==> src/rtl/mdio_bridge_pkg.sv <==
package mdio_bridge_pkg;
   localparam int HALF_W = 16;
   localparam int WORD_W = 2 * HALF_W;
   localparam int REG_AW = 5;

   // window register numbers; the host decodes these positions
   localparam logic [REG_AW-1:0] OFS_MODE  = 5'h10;
   localparam logic [REG_AW-1:0] OFS_WA_HI = 5'h11;
   localparam logic [REG_AW-1:0] OFS_WA_LO = 5'h12;
   localparam logic [REG_AW-1:0] OFS_WD_HI = 5'h13;
   localparam logic [REG_AW-1:0] OFS_WD_LO = 5'h14;
   localparam logic [REG_AW-1:0] OFS_RA_HI = 5'h15;
   localparam logic [REG_AW-1:0] OFS_RA_LO = 5'h16;
   localparam logic [REG_AW-1:0] OFS_RD_HI = 5'h17;
   localparam logic [REG_AW-1:0] OFS_RD_LO = 5'h18;
   localparam logic [REG_AW-1:0] OFS_PAGE  = 5'h1F;
endpackage

==> src/rtl/mdio_win_regs.sv <==
module mdio_win_regs
   import mdio_bridge_pkg::*;
#(
   parameter int PAGE_W     = 16,
   parameter int WIN_PAGE   = 4,
   parameter int STEP_BYTES = 4,
   parameter int INC_BIT    = 15
) (
   input  logic              clk,
   input  logic              rst_n,
   input  logic              reg_we,
   input  logic [REG_AW-1:0] reg_addr,
   input  logic [HALF_W-1:0] reg_wdata,
   output logic [HALF_W-1:0] reg_rdata,
   input  logic [WORD_W-1:0] rd_word_i,
   output logic              wr_cmd_o,
   output logic              rd_cmd_o,
   output logic [WORD_W-1:0] cmd_addr_o,
   output logic [WORD_W-1:0] cmd_data_o
);
   localparam logic [PAGE_W-1:0] WIN_ID = PAGE_W'(WIN_PAGE);
   localparam logic [WORD_W-1:0] STEP   = WORD_W'(STEP_BYTES);

   logic [PAGE_W-1:0] page_q;
   logic              inc_q;
   logic [HALF_W-1:0] wd_hi_q, wd_lo_q;
   logic [WORD_W-1:0] pair_addr [2];
   logic              win_sel, hit_we, in_range;

   assign win_sel  = (page_q == WIN_ID);
   assign hit_we   = reg_we && win_sel;
   assign in_range = (reg_addr >= OFS_MODE) && (reg_addr <= OFS_RD_LO);
   assign wr_cmd_o = hit_we && (reg_addr == OFS_WD_LO);
   assign rd_cmd_o = hit_we && (reg_addr == OFS_RA_LO);
   assign cmd_data_o = {wd_hi_q, reg_wdata};
   assign cmd_addr_o = rd_cmd_o ? {pair_addr[1][WORD_W-1:HALF_W], reg_wdata}
                                : pair_addr[0];

   always_ff @(posedge clk) begin
      if (!rst_n) begin
         page_q  <= '0;
         inc_q   <= 1'b0;
         wd_hi_q <= '0;
         wd_lo_q <= '0;
      end else begin
         if (reg_we && reg_addr == OFS_PAGE) page_q <= reg_wdata[PAGE_W-1:0];
         if (hit_we && reg_addr == OFS_MODE) inc_q <= reg_wdata[INC_BIT];
         if (hit_we && reg_addr == OFS_WD_HI) wd_hi_q <= reg_wdata;
         if (wr_cmd_o) wd_lo_q <= reg_wdata;
      end
   end

   // index 0: write address pair, index 1: read address pair
   for (genvar g = 0; g < 2; g++) begin : g_addr_pair
      localparam logic [REG_AW-1:0] HI_OFS = (g == 0) ? OFS_WA_HI : OFS_RA_HI;
      localparam logic [REG_AW-1:0] LO_OFS = (g == 0) ? OFS_WA_LO : OFS_RA_LO;
      localparam bit CAN_STEP = (g == 0);
      logic [HALF_W-1:0] hi_q, lo_q;

      always_ff @(posedge clk) begin
         if (!rst_n) begin
            hi_q <= '0;
            lo_q <= '0;
         end else if (hit_we && reg_addr == HI_OFS) begin
            hi_q <= reg_wdata;
         end else if (hit_we && reg_addr == LO_OFS) begin
            lo_q <= reg_wdata;
         end else if (CAN_STEP && wr_cmd_o && inc_q) begin
            {hi_q, lo_q} <= {hi_q, lo_q} + STEP;
         end
      end
      assign pair_addr[g] = {hi_q, lo_q};
   end

   always_comb begin
      reg_rdata = '0;
      if (reg_addr == OFS_PAGE) begin
         reg_rdata = HALF_W'(page_q);
      end else if (win_sel) begin
         case (reg_addr)
            OFS_MODE:  reg_rdata[INC_BIT] = inc_q;
            OFS_WA_HI: reg_rdata = pair_addr[0][WORD_W-1:HALF_W];
            OFS_WA_LO: reg_rdata = pair_addr[0][HALF_W-1:0];
            OFS_WD_HI: reg_rdata = wd_hi_q;
            OFS_WD_LO: reg_rdata = wd_lo_q;
            OFS_RA_HI: reg_rdata = pair_addr[1][WORD_W-1:HALF_W];
            OFS_RA_LO: reg_rdata = pair_addr[1][HALF_W-1:0];
            OFS_RD_HI: reg_rdata = rd_word_i[WORD_W-1:HALF_W];
            OFS_RD_LO: reg_rdata = rd_word_i[HALF_W-1:0];
            default:   reg_rdata = '0;
         endcase
      end
   end


   inc_step_chk: assert property (@(posedge clk) disable iff (!rst_n)
      (wr_cmd_o && inc_q) |=> (pair_addr[0] == $past(pair_addr[0]) + STEP));

   fixed_addr_chk: assert property (@(posedge clk) disable iff (!rst_n)
      (wr_cmd_o && !inc_q) |=> $stable(pair_addr[0]));

   off_page_chk: assert property (@(posedge clk) disable iff (!rst_n)
      (reg_we && !win_sel && in_range) |=>
         ($stable(inc_q) && $stable(wd_hi_q) && $stable(wd_lo_q) &&
          $stable(pair_addr[0]) && $stable(pair_addr[1])));
endmodule

==> src/rtl/mdio_cmd_queue.sv <==
module mdio_cmd_queue #(
   parameter int AW = 32,
   parameter int DW = 32
) (
   input  logic          clk,
   input  logic          rst_n,
   input  logic          wr_cmd_i,
   input  logic          rd_cmd_i,
   input  logic [AW-1:0] cmd_addr_i,
   input  logic [DW-1:0] cmd_data_i,
   output logic          req_valid,
   input  logic          req_ready,
   output logic          req_write,
   output logic [AW-1:0] req_addr,
   output logic [DW-1:0] req_wdata,
   input  logic          rsp_valid,
   input  logic [DW-1:0] rsp_rdata,
   output logic [DW-1:0] rd_word_o,
   output logic          busy_o
);
   logic          act_v, act_wr, pend_v, pend_wr, rd_wait;
   logic [AW-1:0] act_addr, pend_addr;
   logic [DW-1:0] act_data, pend_data;
   logic          new_cmd, accept, take_now;

   assign new_cmd  = wr_cmd_i || rd_cmd_i;
   assign accept   = act_v && req_ready;
   assign take_now = !act_v || (accept && !pend_v);

   always_ff @(posedge clk) begin
      if (!rst_n) begin
         act_v <= 1'b0; act_wr <= 1'b0; act_addr <= '0; act_data <= '0;
         pend_v <= 1'b0; pend_wr <= 1'b0; pend_addr <= '0; pend_data <= '0;
         rd_wait <= 1'b0; rd_word_o <= '0;
      end else begin
         if (accept) begin
            act_v    <= pend_v;
            act_wr   <= pend_wr;
            act_addr <= pend_addr;
            act_data <= pend_data;
            pend_v   <= 1'b0;
         end
         if (new_cmd) begin
            if (take_now) begin
               act_v    <= 1'b1;
               act_wr   <= wr_cmd_i;
               act_addr <= cmd_addr_i;
               act_data <= cmd_data_i;
            end else begin
               pend_v    <= 1'b1;
               pend_wr   <= wr_cmd_i;
               pend_addr <= cmd_addr_i;
               pend_data <= cmd_data_i;
            end
         end
         if (accept && !act_wr) rd_wait <= 1'b1;
         else if (rsp_valid)    rd_wait <= 1'b0;
         if (rsp_valid) rd_word_o <= rsp_rdata;
      end
   end

   assign req_valid = act_v;
   assign req_write = act_wr;
   assign req_addr  = act_addr;
   assign req_wdata = act_data;
   assign busy_o    = act_v || pend_v || rd_wait;


   req_hold_chk: assert property (@(posedge clk) disable iff (!rst_n)
      (req_valid && !req_ready) |=>
         (req_valid && $stable(req_addr) && $stable(req_write) && $stable(req_wdata)));

   park_order_chk: assert property (@(posedge clk) disable iff (!rst_n)
      (accept && pend_v) |=> (req_valid && req_addr == $past(pend_addr)));

   issue_busy_chk: assert property (@(posedge clk) disable iff (!rst_n)
      new_cmd |=> busy_o);

   rsp_capture_chk: assert property (@(posedge clk) disable iff (!rst_n)
      rsp_valid |=> (rd_word_o == $past(rsp_rdata)));
endmodule

==> src/rtl/mdio_page_bridge.sv <==
module mdio_page_bridge
   import mdio_bridge_pkg::*;
#(
   parameter int PAGE_W     = 16,
   parameter int WIN_PAGE   = 4,
   parameter int STEP_BYTES = 4,
   parameter int INC_BIT    = 15
) (
   input  logic              clk,
   input  logic              rst_n,
   input  logic              reg_we,
   input  logic [REG_AW-1:0] reg_addr,
   input  logic [HALF_W-1:0] reg_wdata,
   output logic [HALF_W-1:0] reg_rdata,
   output logic              busy,
   output logic              req_valid,
   input  logic              req_ready,
   output logic              req_write,
   output logic [WORD_W-1:0] req_addr,
   output logic [WORD_W-1:0] req_wdata,
   input  logic              rsp_valid,
   input  logic [WORD_W-1:0] rsp_rdata
);
   if (PAGE_W < 1 || PAGE_W > HALF_W) begin : g_bad_page_w
      $error("PAGE_W must be 1..16");
   end
   if (WIN_PAGE < 0 || WIN_PAGE >= (1 << PAGE_W)) begin : g_bad_win
      $error("WIN_PAGE does not fit in PAGE_W bits");
   end
   if (STEP_BYTES < 1) begin : g_bad_step
      $error("STEP_BYTES must be positive");
   end
   if (INC_BIT < 0 || INC_BIT >= HALF_W) begin : g_bad_inc
      $error("INC_BIT must lie inside a 16-bit word");
   end

   logic              wr_cmd, rd_cmd;
   logic [WORD_W-1:0] cmd_addr, cmd_data, rd_word;

   mdio_win_regs #(
      .PAGE_W(PAGE_W), .WIN_PAGE(WIN_PAGE),
      .STEP_BYTES(STEP_BYTES), .INC_BIT(INC_BIT)
   ) regs_i (
      .clk(clk), .rst_n(rst_n),
      .reg_we(reg_we), .reg_addr(reg_addr), .reg_wdata(reg_wdata),
      .reg_rdata(reg_rdata), .rd_word_i(rd_word),
      .wr_cmd_o(wr_cmd), .rd_cmd_o(rd_cmd),
      .cmd_addr_o(cmd_addr), .cmd_data_o(cmd_data)
   );

   mdio_cmd_queue #(.AW(WORD_W), .DW(WORD_W)) queue_i (
      .clk(clk), .rst_n(rst_n),
      .wr_cmd_i(wr_cmd), .rd_cmd_i(rd_cmd),
      .cmd_addr_i(cmd_addr), .cmd_data_i(cmd_data),
      .req_valid(req_valid), .req_ready(req_ready), .req_write(req_write),
      .req_addr(req_addr), .req_wdata(req_wdata),
      .rsp_valid(rsp_valid), .rsp_rdata(rsp_rdata),
      .rd_word_o(rd_word), .busy_o(busy)
   );
endmodule

==> config.mk <==
export PLATFORM = sky130hd
export DESIGN_NAME = mdio_page_bridge
export DESIGN_NICKNAME = d
export VERILOG_FILES = /design/src/rtl/mdio_bridge_pkg.sv /design/src/rtl/mdio_win_regs.sv /design/src/rtl/mdio_cmd_queue.sv /design/src/rtl/mdio_page_bridge.sv
export SDC_FILE = /design/constraint.sdc
export NUM_CORES = 1
export LEC_CHECK = 0
export ABC_AREA = 1
export CORE_MARGIN = 2
export CORE_UTILIZATION = 50
export CTS_BUF_LIST = sky130_fd_sc_hd__clkbuf_8
export DETAILED_ROUTE_END_ITERATION = 10
export GPL_ROUTABILITY_DRIVEN = 0
export HOLD_SLACK_MARGIN = 0.05
export PLACE_DENSITY = 0.81
export SYNTH_ARGS = -nofsm -noshare
export SYNTH_HDL_FRONTEND = slang
export SYNTH_HIERARCHICAL = 1
export SYNTH_SLANG_ARGS = --single-unit
==> constraint.sdc <==
create_clock -name clk -period 6.56 [get_ports clk]
set_input_delay 1.64 -clock clk [delete_from_list [all_inputs] [get_ports clk]]
set_output_delay 1.64 -clock clk [all_outputs]
set_load 0.005 [all_outputs]
# == Word level (Yosys, flattened, before mapping) ==
# Index checks and enable logic that the tools add are counted.
# word_totals
regBits,278
latch_bits,0
ramBits,0
mem_bits_ro,0
inputBits,58
elab_cells,88
mem_count,0
# classes
n_addsub,1
n_mul,0
div_mod_pow,0
n_lt_le_gt_ge,0
eq_ne,12
n_shift,0
n_mux,27
bitwise_logic,3
n_reduce_logical,27
# ops
operator,n
two-way mux 32 bit,7
one-hot mux 15 bit (8 select lines),1
two-way mux 16 bit,7
"== test 5 bit, second input constant",10
"adder 32 x 3 -> 32 bit, second input constant",1
"== test 16 x 3 -> 1 bit, second input constant",1
logical AND 1 bit,13
two-way mux 1 bit,11
one-hot mux 1 bit (9 select lines),1
AND reduction 2 bit,4
nonzero test 2 bit,3
logical OR 1 bit,4
zero test 1 bit,3
inverter 1 bit,3
"!= test 2 x 1 -> 1 bit, second input constant",1

# == Logic depth before layout (Yosys ltp) ==
# logic_depth
depth_word,7
mapped_depth,17
depth_no_buf,14

# == By module ==
# Netlist, hierarchy kept.
# by_module_without_submodules
mod,n_inst,cells_per_inst,area_each_um2
mdio_cmd_queue,1,1159,7459.7
mdio_win_regs,1,1122,6940.4

# == Least setup slack after synthesis ==
# No wires, ideal clock.
# synth_path
kind,in2out
start,input reg_addr[1]
end,output reg_rdata[10]
arrival_time_ps,2727
required_ps,4920
setup_slack_ps,2193
stages,9
path_buffers,1
path_cell_list,nor2_2 -> inv_2 -> nor2_2 -> nand3_2 -> o21ai_0 -> nor3b_2 -> buf_4 -> nand2_1 -> o21ai_1
# synth_between
elab_chain_cells,4
elab_cells_between_ends,12
# synth_lines
item,line_no,source
from (decl),mdio_page_bridge.sv:12,"input logic [REG_AW-1:0] reg_addr,"
== test 5 bit,mdio_win_regs.sv:80,case (reg_addr)
one-hot mux 15 bit (8 select lines),mdio_win_regs.sv:80,
two-way mux 16 bit,mdio_win_regs.sv:79,end else if (win_sel) begin
two-way mux 16 bit *,mdio_win_regs.sv:77,if (reg_addr == OFS_PAGE) begin
to (decl),mdio_page_bridge.sv:14,"output logic [HALF_W-1:0] reg_rdata,"
# Mark *: on every way between the ends. The rest lies on a longest branch, timed or not.

# == Worst setup path in the final report ==
# layout_path
start,input reg_addr[4]
end,output reg_rdata[13]
# Same word-level chain as after synthesis.

==> results.tsv <==
stage	metric	value	unit
timing	Tmin final	6040	ps
drt	Total Wirelength	48500	um
clock_tree	htree depth	2	
drt	DRT Pass-1 Iters	11	
logic_synthesis	Cell Area, Synth	14400	sq um
timing	Hold Fails Final Rpt	0	
placed_design	IO buf count	140	
die	die area	30200	sq um
die	FP Rows	62	
critical_path	critical path data arrival time	4400	ps
power_and_ir_drop	maximum vdd drop	0.000175	V
critical_path	Worst Setup SP	reg_addr[4]	
power_and_ir_drop	leak pwr	0.00753	uW
clock_tree	Clock transition at path regs	60	ps
grt	GRT overflow	0	
finish	# diodes	0	
logic_synthesis	count leader, synth	nand2_1	
timing	clk_skew	25.0	ps
logic_synthesis	sequential element share of the synthesized area	38.6	%
finish	Post-Layout Cell Count	2756	
finish	P&R area growth vs syn	15.6	%
timing	Setup TNS	0	ps
clock_tree	worst skew pair latency	570	ps
hold_path	HP Start	queue_i/pend_v	
grt	gr usage total	31.0	%
critical_path	crit path launch type	input pin	
clock_tree	CTS Hold Bufs	0	
die	Die H	174	um
power_and_ir_drop	Switch Pwr	834	uW
job	maxcap violations	0	
logic_synthesis	Synth Area per Inst	6.31	sq um
drt	Vias	15107	
grt	number of global-route vias before repair	13527	
critical_path	WP data required	4920	ps
logic_synthesis	Synth Register Bits	278	
clock_tree	post-cts sizing count	0	
drt	Via-to-Cell Ratio	5.48	
die	num ports	141	
outcome	failing checks	design-rule violations	
logic_synthesis	number of synthesized flops with an enable pin	0	
placed_design	Post-DP Area	15700	sq um
critical_path	Critical R2R Capture	queue_i/pend_data[22]	
logic_synthesis	asr flop ratio synth	0	%
drt	Residual DRC	98	
clock_tree	post-CTS setup buffer count	0	
logic_synthesis	Ys Warns	6	
grt	largest net degree at the start of global routing	96	
logic_synthesis	syn_nets	2340	
clock_tree	Clock Tree Root	clkbuf_8	
power_and_ir_drop	PwrDens	206	nW/um^2
drt	initial DRC count	2305	
logic_synthesis	Post-Syn Instances	2281	
hold_path	worst hold path class	flip-flop to flip-flop	
timing	fmax	166	MHz
logic_synthesis	Yosys top cell area share	38.6	%
clock_tree	Clock Tree Buf Depth	3	
die	core box area	28500	sq um
finish	share of cells above drive strength 1	5.40	%
critical_path	flop-to-flop setup slack	3490	ps
grt	first-pass GRT wire length	74500	um
timing	RSZ-0062 raised after global routing	false	
power_and_ir_drop	total internal power	2600	uW
clock_tree	CTS Sinks	278	
critical_path	Worst R2R Path Depth	14	
critical_path	critical path class	input pin to output port	
die	Starting Density	50.4	%
logic_synthesis	Synth Flop Type	dfxtp_1	
timing	final slew viol count	0	
logic_synthesis	Synth top cells by count	nand2_1, nor2_1, dfxtp_1	
timing	worst slew pin tran	1060	ps
outcome	status	finished, violations left	
drt	drt wl/cell	17.6	um
placed_design	# placed instances	2674	
finish	final instance area	16600	sq um
clock_tree	Num CTS Buffers	47	
grt	initial antenna violation count	1	
timing	period utilization	92.1	%
die	Die Width	174	um
power_and_ir_drop	sequential share of power	50.0	%
critical_path	Crit. End Element	output port	
critical_path	worst r2r src	regs_i/page_q[8]	
timing	# setup viols final	0	
clock_tree	CTS tree	yes	
placed_design	post-detail-place hpwl	32600	um
critical_path	Critical Path Sink	reg_rdata[13]	
finish	# fillers	2716	
drt	DRT antenna net count	0	
logic_synthesis	Distinct cells, synth	36	
timing	Worst slew margin	29.5	%
logic_synthesis	largest cells by area after synthesis	dfxtp_1, nand2_1, nor2_1	
power_and_ir_drop	Clk network pwr share	45.0	%
critical_path	Max Fanout on Critical Path	19	
power_and_ir_drop	Switching Share	24.3	%
power_and_ir_drop	Comb power frac	5.0	%
finish	Layout Nets	2398	
logic_synthesis	area leader, netlist	dfxtp_1	
how the worst min path moves through the flow:
| stage | endpoint | slack [ps] | cells after the start |
|---|---|---|---|
| floorplan | regs_i/page_q[1] | 440 | 2 |
| global placement | queue_i/pend_wr | 450 | 2 |
| detailed placement | queue_i/pend_v | 460 | 2 |
| CTS | queue_i/pend_v | 460 | 2 |
| global route | queue_i/pend_v | 480 | 2 |
| finish | queue_i/pend_v | 460 | 2 |
metrics by stage:
stage	setup slack, ps	util, %	total power, uW	hold WS (ps)
CTS	608	58.3	3440	464
finish	521	58.3	3430	464
global route	261	58.3	3540	481
global placement	779	55.0	1910	452
floorplan	2190	-	1830	439
detailed placement	617	55.0	1920	455
cells in the final DEF, fill, tap and decap left out, types with 2 or more instances in the layout:
master and count:
a211oi_1 53, a21oi_1 89, buf_4 15, clkbuf_8 58
clkdlybuf4s50_1 138, clkinv_2 9, dfxtp_1 277, inv_1 248
inv_2 10, nand2_1 566, nand2_2 10, nand3_1 122
nand3_2 3, nand3_4 2, nand3b_1 45, nor2_1 497
nor2_2 6, nor3_1 2, nor3_2 3, o21ai_0 117
o21ai_1 34, o22ai_1 36, xor2_1 14
layout make-up:
class	count	area (sq um)	area share (%)
clock inverter	24	135	0.812
inverter	246	925	5.56
multi-input combinational	1610	7210	43.3
clock buffer	58	798	4.80
timing repair buffer	156	1530	9.19
tap	384	480	2.89
sequential	278	5570	33.4
power groups by stage:
stage               Sequential (uW)  Clock [uW]  Combinational (uW)
floorplan                      1750           0                87.4
global placement               1750           0                 164
detailed placement             1750           0                 167
CTS                            1710        1560                 168
global route                   1710        1650                 182
finish                         1710        1540                 173
state kept, by name (all words and copies together) (netlist names):
signal and count:
queue_i/pend_addr 32, queue_i/pend_data 32, queue_i/pend_v 1, queue_i/pend_wr 1
queue_i/rd_wait 1, queue_i/rd_word_o 32, queue_i/req_addr 32, queue_i/req_valid 1
queue_i/req_wdata 32, queue_i/req_write 1, regs_i/g_addr_pair.hi_q 32, regs_i/g_addr_pair.lo_q 32
regs_i/inc_q 1, regs_i/page_q 16, regs_i/wd_hi_q 16, regs_i/wd_lo_q 16
kinds of logic after synthesis:
logic type | Yosys count | share of synthesized area, %
DFF | 278 | 38.6
AOI/OAI and AO/OA | 332 | 12.8
and+or+nand+nor | 1262 | 36.1
buffers and inverters | 393 | 11.4
xor gates and xnor gates | 15 | 0.912
adders and majority gates | 1 | 0.0869
critical path, cell delays in order:
cell and delay (ps):
clkdlybuf4s50_1 570, nand2_1 140, nor2_4 350, nand2_1 450, o22ai_1 370, nor2_1 80, nand2_1 100, nand2_1 50
o21ai_1 110, clkdlybuf4s50_1 520
routing by layer:
layer  vias to the layer above  share of wire (%)  global-route usage [%]
li1                       7271                  -                       -
met1                      6665                 40                    40.2
met2                       922                 41                    46.2
met3                       249                 12                    9.89
met4                         0                6.6                    16.0
met5                         -                  0                       0
Power figures use the tool's default switching activity.
